===== src/rtl/pcd_pkg.sv =====
package pcd_pkg;
    localparam int PIX_W      = 8;
    localparam int IDX_W      = 11;
    localparam int FRAC_W     = 4;
    localparam int POS_INT_W  = 16;
    localparam int LANES      = 2;
    localparam int POS_W      = POS_INT_W + FRAC_W;
    localparam int WID_W      = IDX_W + 1;
    localparam int SM_W       = PIX_W + WID_W;
    localparam int SIM_W      = PIX_W + IDX_W + WID_W;
    localparam int NUM_W      = SIM_W + FRAC_W;
    localparam int SLOTS      = 2;

    typedef struct packed {
        logic [SIM_W-1:0] sum_im;
        logic [SM_W-1:0]  sum_m;
        logic [WID_W-1:0] width;
        logic [PIX_W-1:0] peak;
        logic             over;
    } run_t;

    typedef enum logic [2:0] {
        ST_IDLE,
        ST_SCAN,
        ST_DIVIDE,
        ST_DRAIN,
        ST_DONE
    } state_t;

    function automatic run_t run_add(run_t r, logic [PIX_W-1:0] p,
                                     logic [IDX_W-1:0] i, logic [PIX_W-1:0] ceil_v);
        run_t n;
        n        = r;
        n.sum_m  = r.sum_m + SM_W'(p);
        n.sum_im = r.sum_im + (SIM_W'(p) * SIM_W'(i));
        n.width  = r.width + WID_W'(1);
        n.peak   = (p > r.peak) ? p : r.peak;
        n.over   = r.over | (p > ceil_v);
        return n;
    endfunction
endpackage


===== src/rtl/peak_run_tracker.sv =====
module peak_run_tracker
    import pcd_pkg::*;
(
    input  logic             clk,
    input  logic             rst_n,
    input  logic             clr,
    input  logic             en,
    input  logic             pix_valid,
    input  logic [PIX_W-1:0] pix_lo,
    input  logic [PIX_W-1:0] pix_hi,
    input  logic [IDX_W-1:0] pix_idx,
    input  logic             row_end,
    input  logic [PIX_W-1:0] ceiling,
    output logic             zc_valid,
    output run_t             zc_run,
    output logic             ec_valid,
    output run_t             ec_run
);
    run_t             acc_q;
    run_t             cur;
    logic [PIX_W-1:0] lane_pix [LANES];
    logic             beat;

    assign lane_pix[0] = pix_lo;
    assign lane_pix[1] = pix_hi;
    assign beat        = en & pix_valid;

    always_comb begin
        cur      = acc_q;
        zc_valid = 1'b0;
        zc_run   = '0;
        ec_valid = 1'b0;
        ec_run   = '0;
        for (int l = 0; l < LANES; l++) begin
            if (lane_pix[l] != '0) begin
                cur = run_add(cur, lane_pix[l], pix_idx + IDX_W'(l), ceiling);
            end else if (cur.width != '0) begin
                zc_valid = beat;
                zc_run   = cur;
                cur      = '0;
            end
        end
        if (row_end && (cur.width != '0)) begin
            ec_valid = beat;
            ec_run   = cur;
            cur      = '0;
        end
    end

    always_ff @(posedge clk) begin
        if (!rst_n || clr) begin
            acc_q <= '0;
        end else if (beat) begin
            acc_q <= cur;
        end
    end
endmodule


===== src/rtl/peak_run_qualifier.sv =====
module peak_run_qualifier
    import pcd_pkg::*;
(
    input  run_t             run,
    input  logic [WID_W-1:0] min_width,
    input  logic [WID_W-1:0] max_width,
    input  logic [PIX_W-1:0] peak_floor,
    output logic             pass
);
    logic [3:0] checks;

    always_comb begin
        checks[0] = (run.width >= min_width);
        checks[1] = (run.width <= max_width);
        checks[2] = (run.peak >= peak_floor);
        checks[3] = ~run.over;
        pass      = &checks;
    end
endmodule


===== src/rtl/peak_div_restoring.sv =====
module peak_div_restoring
    import pcd_pkg::*;
(
    input  logic             clk,
    input  logic             rst_n,
    input  logic             start,
    input  logic [NUM_W-1:0] num,
    input  logic [SM_W-1:0]  den,
    output logic             done,
    output logic [NUM_W-1:0] quo
);
    localparam int CNT_W = $clog2(NUM_W + 1);

    logic [SM_W-1:0]  den_q;
    logic [SM_W-1:0]  rem_q;
    logic [NUM_W-1:0] quo_q;
    logic [CNT_W-1:0] cnt_q;
    logic             busy_q;
    logic [SM_W:0]    trial;
    logic             take;

    always_comb begin
        trial = {rem_q, quo_q[NUM_W-1]};
        take  = (trial >= {1'b0, den_q});
    end

    always_ff @(posedge clk) begin
        if (!rst_n) begin
            den_q  <= '0;
            rem_q  <= '0;
            quo_q  <= '0;
            cnt_q  <= '0;
            busy_q <= 1'b0;
            done   <= 1'b0;
        end else begin
            done <= 1'b0;
            if (start) begin
                den_q  <= den;
                rem_q  <= '0;
                quo_q  <= num;
                cnt_q  <= CNT_W'(NUM_W);
                busy_q <= 1'b1;
            end else if (busy_q) begin
                rem_q <= take ? SM_W'(trial - {1'b0, den_q}) : trial[SM_W-1:0];
                quo_q <= {quo_q[NUM_W-2:0], take};
                cnt_q <= cnt_q - CNT_W'(1);
                if (cnt_q == CNT_W'(1)) begin
                    busy_q <= 1'b0;
                    done   <= 1'b1;
                end
            end
        end
    end

    assign quo = quo_q;
endmodule


===== src/rtl/peak_centroid_top.sv =====
module peak_centroid_top
    import pcd_pkg::*;
(
    input  logic             clk,
    input  logic             rst_n,
    input  logic             frame_start,
    input  logic             pix_valid,
    input  logic [PIX_W-1:0] pix_lo,
    input  logic [PIX_W-1:0] pix_hi,
    input  logic [IDX_W-1:0] pix_idx,
    input  logic             row_end,
    input  logic [WID_W-1:0] cfg_min_width,
    input  logic [WID_W-1:0] cfg_max_width,
    input  logic [PIX_W-1:0] cfg_peak_floor,
    input  logic [PIX_W-1:0] cfg_pixel_ceiling,
    output logic             res_valid,
    output logic             res_found,
    output logic [POS_W-1:0] res_pos,
    output logic [WID_W-1:0] res_width
);
    state_t           state_q, state_d;
    logic             slot_vld  [SLOTS];
    run_t             slot_run  [SLOTS];
    logic             slot_pass [SLOTS];
    logic             accept;
    run_t             sel_run;
    logic             div_go;
    logic             div_done;
    logic [NUM_W-1:0] div_quo;
    logic             beat_end;
    logic             end_seen_q;
    logic             got_q;
    logic [WID_W-1:0] got_width_q;

    peak_run_tracker u_track (
        .clk       (clk),
        .rst_n     (rst_n),
        .clr       (frame_start),
        .en        (state_q == ST_SCAN),
        .pix_valid (pix_valid),
        .pix_lo    (pix_lo),
        .pix_hi    (pix_hi),
        .pix_idx   (pix_idx),
        .row_end   (row_end),
        .ceiling   (cfg_pixel_ceiling),
        .zc_valid  (slot_vld[0]),
        .zc_run    (slot_run[0]),
        .ec_valid  (slot_vld[1]),
        .ec_run    (slot_run[1])
    );

    for (genvar s = 0; s < SLOTS; s++) begin : g_qual
        peak_run_qualifier u_qual (
            .run        (slot_run[s]),
            .min_width  (cfg_min_width),
            .max_width  (cfg_max_width),
            .peak_floor (cfg_peak_floor),
            .pass       (slot_pass[s])
        );
    end

    always_comb begin
        accept  = 1'b0;
        sel_run = slot_run[SLOTS-1];
        for (int s = SLOTS - 1; s >= 0; s--) begin
            if (slot_vld[s] && slot_pass[s]) begin
                accept  = 1'b1;
                sel_run = slot_run[s];
            end
        end
    end

    assign beat_end = pix_valid & row_end;
    assign div_go   = (state_q == ST_SCAN) & !frame_start & accept;

    peak_div_restoring u_div (
        .clk   (clk),
        .rst_n (rst_n),
        .start (div_go),
        .num   ({sel_run.sum_im, {FRAC_W{1'b0}}}),
        .den   (sel_run.sum_m),
        .done  (div_done),
        .quo   (div_quo)
    );

    always_comb begin
        state_d = state_q;
        if (frame_start) begin
            state_d = ST_SCAN;
        end else begin
            unique case (state_q)
                ST_IDLE:   state_d = ST_IDLE;
                ST_SCAN: begin
                    if (accept)        state_d = ST_DIVIDE;
                    else if (beat_end) state_d = ST_DONE;
                end
                ST_DIVIDE: begin
                    if (div_done) state_d = (end_seen_q || beat_end) ? ST_DONE : ST_DRAIN;
                end
                ST_DRAIN: begin
                    if (beat_end) state_d = ST_DONE;
                end
                ST_DONE:   state_d = ST_IDLE;
                default:   state_d = ST_IDLE;
            endcase
        end
    end

    always_ff @(posedge clk) begin
        if (!rst_n) begin
            state_q <= ST_IDLE;
        end else begin
            state_q <= state_d;
        end
    end

    always_ff @(posedge clk) begin
        if (!rst_n) begin
            end_seen_q  <= 1'b0;
            got_q       <= 1'b0;
            got_width_q <= '0;
            res_valid   <= 1'b0;
            res_found   <= 1'b0;
            res_pos     <= '0;
            res_width   <= '0;
        end else if (frame_start) begin
            end_seen_q  <= 1'b0;
            got_q       <= 1'b0;
            got_width_q <= '0;
            res_valid   <= 1'b0;
            res_found   <= 1'b0;
            res_pos     <= '0;
            res_width   <= '0;
        end else begin
            if (beat_end && state_q != ST_IDLE) end_seen_q <= 1'b1;
            if (div_go) begin
                got_q       <= 1'b1;
                got_width_q <= sel_run.width;
            end
            res_valid <= (state_d == ST_DONE);
            if (state_d == ST_DONE) begin
                res_found <= got_q;
                res_pos   <= got_q ? div_quo[POS_W-1:0] : '0;
                res_width <= got_q ? got_width_q : '0;
            end
        end
    end
endmodule


===== config.mk =====
export PLATFORM = sky130hd
export DESIGN_NAME = peak_centroid_top
export DESIGN_NICKNAME = d
export VERILOG_FILES = /design/src/rtl/pcd_pkg.sv /design/src/rtl/peak_run_tracker.sv /design/src/rtl/peak_run_qualifier.sv /design/src/rtl/peak_div_restoring.sv /design/src/rtl/peak_centroid_top.sv
export SDC_FILE = /design/constraint.sdc
export NUM_CORES = 1
export LEC_CHECK = 0
export ABC_CLOCK_PERIOD_IN_PS = 10740
export BUFFER_PORTS_ARGS = -buffer_cell sky130_fd_sc_hd__buf_2
export CAP_MARGIN = 20
export CORE_ASPECT_RATIO = 0.5
export CORE_MARGIN = 8
export CORE_UTILIZATION = 53
export CTS_CLUSTER_DIAMETER = 80
export DETAILED_ROUTE_END_ITERATION = 8
export GPL_TIMING_DRIVEN = 0
export PLACE_DENSITY = 0.69
export SKIP_LAST_GASP = 1
export SLEW_MARGIN = 20
export SYNTH_ARGS = -nofsm -noshare
export SYNTH_HDL_FRONTEND = slang
export SYNTH_SLANG_ARGS = --single-unit

===== constraint.sdc =====
create_clock -name clk -period 10.74 [get_ports clk]
set_clock_uncertainty 0.2 [all_clocks]
set_input_delay 0 -clock clk [delete_from_list [all_inputs] [get_ports clk]]
set_output_delay 0 -clock clk [all_outputs]
set_load 0.03 [all_outputs]

### After elaboration in Yosys (flattened, before gate mapping)

Index checks and enable logic that the tools add are counted.

* reductions and logical operators: 20
* magnitude comparators: 11
* multipliers: 2
* add/subtract/negate cells: 9
* div/mod/pow operators: 0
* mux-type cells: 37
* shift-type cells: 0
* equal/unequal tests: 5
* bitwise logic cells: 10

Operator list (number)
* $mux W72: 11
* $mux W35: 2
* $add A31 B19 Y31: 2
* $add A20 B8 Y20: 2
* $mux W20: 2
* $mul A8 B11 Y19: 2
* $reduce_bool A12 Y1: 3
* $gt A8 B8 Y1: 4
* $add A12 B1 Y12 const B: 2
* $ge A12 B12 Y1: 2
* $le A12 B12 Y1: 2
* $ge A21 B20 Y1: 1
* $sub A20 B20 Y20: 1
* $ge A8 B8 Y1: 2
* $mux W8: 2
* $reduce_bool A8 Y1: 2
* $mux W3: 5
* $mux W12: 1
* $mux W6: 2
* $add A11 B1 Y11 const B: 1
* $mux W1: 11
* $pmux W3 S3: 1
* $reduce_and A4 Y1: 2
* $eq A3 B2 Y1 const B: 2
* other kinds (14): 27

* memories kept: 0
* bits in writable memories: 0
* latch bits: 0
* input bits: 72
* ROM bits: 0
* register bits after elaboration: 206
* word-level logic and storage cells: 115

### Depth between registers and ports, before layout

* depth after elaboration: 18
* mapped depth: 36
* mapped depth without buffers: 35

### Hierarchy

Synthesis repeated with hierarchy kept, for this count alone.

* cells, all modules: 3116
* area, all modules: 24116.9 µm²

By module, submodules not included
* peak_run_tracker: instances 1, cells an instance 2027, sequential area each 1441.4 µm², area each 14963.1 µm²
* peak_div_restoring: instances 1, cells an instance 562, sequential area each 1661.6 µm², area each 4737.0 µm²
* peak_centroid_top: instances 1, cells an instance 315, sequential area each 1021.0 µm², area each 2775.2 µm²
* peak_run_qualifier: instances 2, cells an instance 106, sequential area each 0.0 µm², area each 820.8 µm²

### Least setup slack after synthesis

No wires, ideal clock.

* kind: register to register
* start: register u_track.acc_q[47] (netlist bit)
* end: register u_div.quo_q[33] (netlist: u_div.quo[33])
* cell stages (with the launch flop): 35
* data required time: 10.454 ns
* slack: 2.265 ns
* setup time: 0.086 ns
* arrival: 8.189 ns
* period minus slack after synthesis: 8.475 ns
* cells stage by stage: dfxtp_1 inv_1 fa_1 inv_1 fa_1 inv_1 fa_1 fa_1 inv_1 ha_1 o21ai_0 nor2_1 o21a_1 nor2_1 o21bai_1 a21oi_1 xnor2_1 a22oi_1 fa_1 fa_1 fa_1 fa_1 inv_1 ha_1 a21oi_1 o21ai_0 a21oi_1 a311oi_1 a21oi_1 a211o_1 nand2b_1 nor3b_1 mux2i_1 a211oi_1 a211oi_1

* longest elaborated chain between the ends: 7
* elaborated cells between the ends (all ways): 11

Ends and longest elaborated chain
* start: declaration: line peak_run_tracker.sv:19 `run_t acc_q;`
* start signal: assignment: line peak_run_tracker.sv:54 `acc_q <= cur;`
* $add A31 B19 Y31 / $mux W72 (equally long branches): line pcd_pkg.sv:35, peak_run_tracker.sv:37
* $mux W72 *: line peak_run_tracker.sv:35 `if (lane_pix[l] != '0) begin`
* $add A31 B19 Y31 / $mux W72 (equally long branches): line pcd_pkg.sv:35, peak_run_tracker.sv:37
* $mux W72: line peak_run_tracker.sv:35
* $mux W72: line peak_run_tracker.sv:43 `if (row_end && (cur.width != '0)) begin`
* $mux W72 *: line peak_centroid_top.sv:66 `if (slot_vld[s] && slot_pass[s]) begin`
* $mux W35 *: line peak_div_restoring.sv:37 `if (start) begin`
* end signal: assignment: line peak_div_restoring.sv:40 `quo_q <= num;`
* end signal: assignment: line peak_div_restoring.sv:45 `quo_q <= {quo_q[NUM_W-2:0], take};`
* end: declaration: line peak_div_restoring.sv:16 `logic [NUM_W-1:0] quo_q;`

Every way passes the cells marked *; elsewhere a longest branch is shown, timed or not.
A chain may end at the register's enable or synchronous reset.

### Final worst setup path

* start: register u_track.acc_q[48] (netlist bit)
* end: register u_div.quo_q[34] (netlist: u_div.quo[34])

Same word-level chain as after synthesis.

==> flow_summary.ini <==
[sta]
rsz0062_at_grt = no
period_needed_ps = 10500
hold_slack_ps = 149
worst_pin_slew_ps = 1200
hold_viol = 0
fin_setup_tns_ps = 0
setup_viol = 0
slew_headroom_pct = 20.0
fin_crit_sh_pct = 97.7
max_freq_mhz = 95.3
maxSlewViolCount = 0

[pwr]
power.density_nw_per_um2 = 343
switching_share_pct = 58.3
p_leak_nw = 11.1
p_total_mw = 8.85
p_sw_mw = 5.16
p_clk_share_pct = 9.7
p_int_mw = 3.69
ir_drop_mv = 0.921
pwr-share-seq_pct = 9.0
combPwrFrac_pct = 81.3

[critical_path]
crit_buf_inv = 7
reg2reg_to = u_div.quo[34]$_SDFFE_PN0P_
cp_slowest_stage_delay_ps = 850
required_ps = 10930
start_kind = flop
endpoint_kind = flop
slowest_stage = a31oi_1
path_delay_family = adder cells
reg2regPathDepth = 30
cp_max_fo = 6
crit_top_cell = fa_1
r2r-start = u_track.acc_q[48]$_SDFFE_PP0P_
arrival_ps = 10690
crit_type = flop to flop
r2r_slack_ps = 240

[job]
cap_violations = 0

[min_path]
min_to = u_track.acc_q[1]$_SDFFE_PP0P_
holdCritPathClass = input port to flop
hold_path_depth = 5
holdCritStartpoint = pix_lo[0]

[route]
first_pass_iters = 6
post-route-drc-count = 0
drt-vias-per-instance = 6.30
vias = 23900
drt_iter0_drc = 3196
totalWireLength_um = 91500
wl_per_cell_um = 24.1
antenna_left = 0

[clock_network]
numCtsBuffers = 23
cts.sinks = 206
cts_tree = yes
clk_latency_ps = 580
clock_path_buffers = 3
htreeDepth = 1
cts_setup_buffers = 0
clkSlewWorstSetupHoldPaths_ps = 70
ctsRootBufferMaster = clkbuf_16

[global_route]
met3_usage_pct = 8.73
use_met1_pct = 47.9
grt_overflow = 0
antenna_found_initial = 7
global_route.peak_usage_layer = met2
gr-usage-all-layers_pct = 33.8
grt_pass1_vias = 22500
grt_pass1_wl_um = 136000
grt_max_degree = 15
use_met2_pct = 50.6

[cells_and_area]
fin_nets = 3640
final_cell_area_um2 = 25800
drive_gt1_share_pct = 7.57
syn2layout_area_growth_pct = 9.38
fin_util_pct = 59.0

[logic_synthesis]
yosys-top-cells-area = dfxtp_1, fa_1, ha_1, inv_1, nand2_1
netlist_area_um2 = 23600
yosysSeqAreaShare_pct = 17.5
synthFlopType = dfxtp_1
avgSynthCellArea_um2 = 7.71
ys_ff_latch = 206
yosysWarnings = 0
synth-edff-count = 0
synth_common_cells = inv_1, nand2_1, ha_1
syn-num-nets = 3501
ys_async_sr_fraction_pct = 0
yosys.area.top_type = dfxtp_1
netlist.area_leader.share_pct = 17.5
yosys.cell_count.top_type = inv_1
synthDistinctLibCells = 92
synthCells = 3057

[placed_design]
port-buffer-count = 100
placedInstanceArea_um2 = 24800
hpwl_um = 72100
gp_congestion = 1.03

[floorplanning]
core-area_um2 = 43700
die_area_um2 = 51900
rows = 54
die_w_um = 314
ios = 106
die_h_um = 165
initial_core_util_pct = 53.9

[outcome]
status = finished, final reports clean
-- worst max path at each step --
| stage | start | endpoint | cells past startpoint |
|---|---|---|---|
| after floorplan | u_track.acc_q[47]$_SDFFE_PP0P_ | u_div.quo[33]$_SDFFE_PN0P_ | 34 |
| after global placement | pix_lo[6] | u_div.quo[33]$_SDFFE_PN0P_ | 34 |
| after detailed placement | pix_lo[7] | u_div.quo[34]$_SDFFE_PN0P_ | 32 |
| after CTS | u_track.acc_q[48]$_SDFFE_PP0P_ | u_div.quo[34]$_SDFFE_PN0P_ | 30 |
| after global routing | u_track.acc_q[45]$_SDFFE_PP0P_ | u_div.quo[34]$_SDFFE_PN0P_ | 32 |
| final | u_track.acc_q[48]$_SDFFE_PP0P_ | u_div.quo[34]$_SDFFE_PN0P_ | 30 |
-- per-stage QoR --
step / instances / setup WS (ps)
after floorplan: 3057 / 2260
after global placement: 3745 / -453
after detailed placement: 3745 / -315
after CTS: 3800 / 182
after global routing: 3800 / 60.0
final: 3803 / 244
-- power by group through the flow --
stage / Combinational (mW) / Clock (mW) / Sequential [mW]
detailed placement: 6.90 / 0 / 0.811
global placement: 6.86 / 0 / 0.810
CTS: 6.94 / 0.863 / 0.793
global route: 7.75 / 0.894 / 0.794
floorplan: 4.81 / 0 / 0.803
finish: 7.19 / 0.861 / 0.793
-- layer usage --
metal	part of all wire, %	routed length (um)
met1	44	40000
met2	41	37700
met3	12	11200
met4	2.8	2560
met5	0.064	59
-- worst min-delay path, cell delays in order --
cell,delay [ps]
buf_2,230
a22oi_1,180
a21oi_1,280
a22oi_1,100
nor2_1,90
-- cells in the final DEF (no fill, tap or decap), types with 41 or more instances in the layout --
cell,count
a211oi_1,81
a21o_1,41
a21oi_1,211
and2_1,100
and3_1,43
buf_2,132
clkbuf_1,144
dfxtp_1,206
fa_1,145
ha_1,227
inv_1,325
mux2i_1,63
nand2_1,290
nand3_1,147
nor2_1,225
nor3_1,76
o21ai_0,129
xnor2_1,47
-- repair_timing --
item                       4_1_cts  5_1_grt
setup endpoints to repair        0        5
gates resized for setup          0        5
hold endpoints to repair        63        0
hold buffers                    14        0
-- cells by family (layout without fill, tap and decap cells) --
group	Yosys count	after routing	synth area share [%]
multiplexers	73	73	3.15
other	0	3	0
adder cells (fa/ha/maj)	372	372	24.4
buffers and inverters	517	672	8.58
XOR/XNOR	75	75	2.87
AO/OA/AOI/OAI	765	765	21.7
AND/OR/NAND/NOR	1049	1049	21.8
flip-flops	206	206	17.5
-- state kept, by name, indices dropped and copies added (netlist names) --
| signal | flops |
|---|---|
| u_track.acc_q | 72 |
| u_div.quo | 35 |
| res_pos | 20 |
| u_div.den_q | 20 |
| u_div.rem_q | 20 |
| got_width_q | 12 |
| res_width | 12 |
| u_div.cnt_q | 6 |
| state_q | 3 |
| end_seen_q | 1 |
| got_q | 1 |
| res_found | 1 |
| res_valid | 1 |
| u_div.busy_q | 1 |
| u_div.done | 1 |
-- final cells by class --
cell class | count | area, um2
fill | 4175 | 17900
clock inverter | 14 | 171
timing repair buffer | 114 | 641
tap | 588 | 736
inverter | 326 | 1220
buffer | 191 | 798
multi-input combinational | 2334 | 17500
sequential | 206 | 4120
clock buffer | 27 | 621
antenna | 3 | 7.51
No activity file was read; power rests on OpenSTA's default activity.
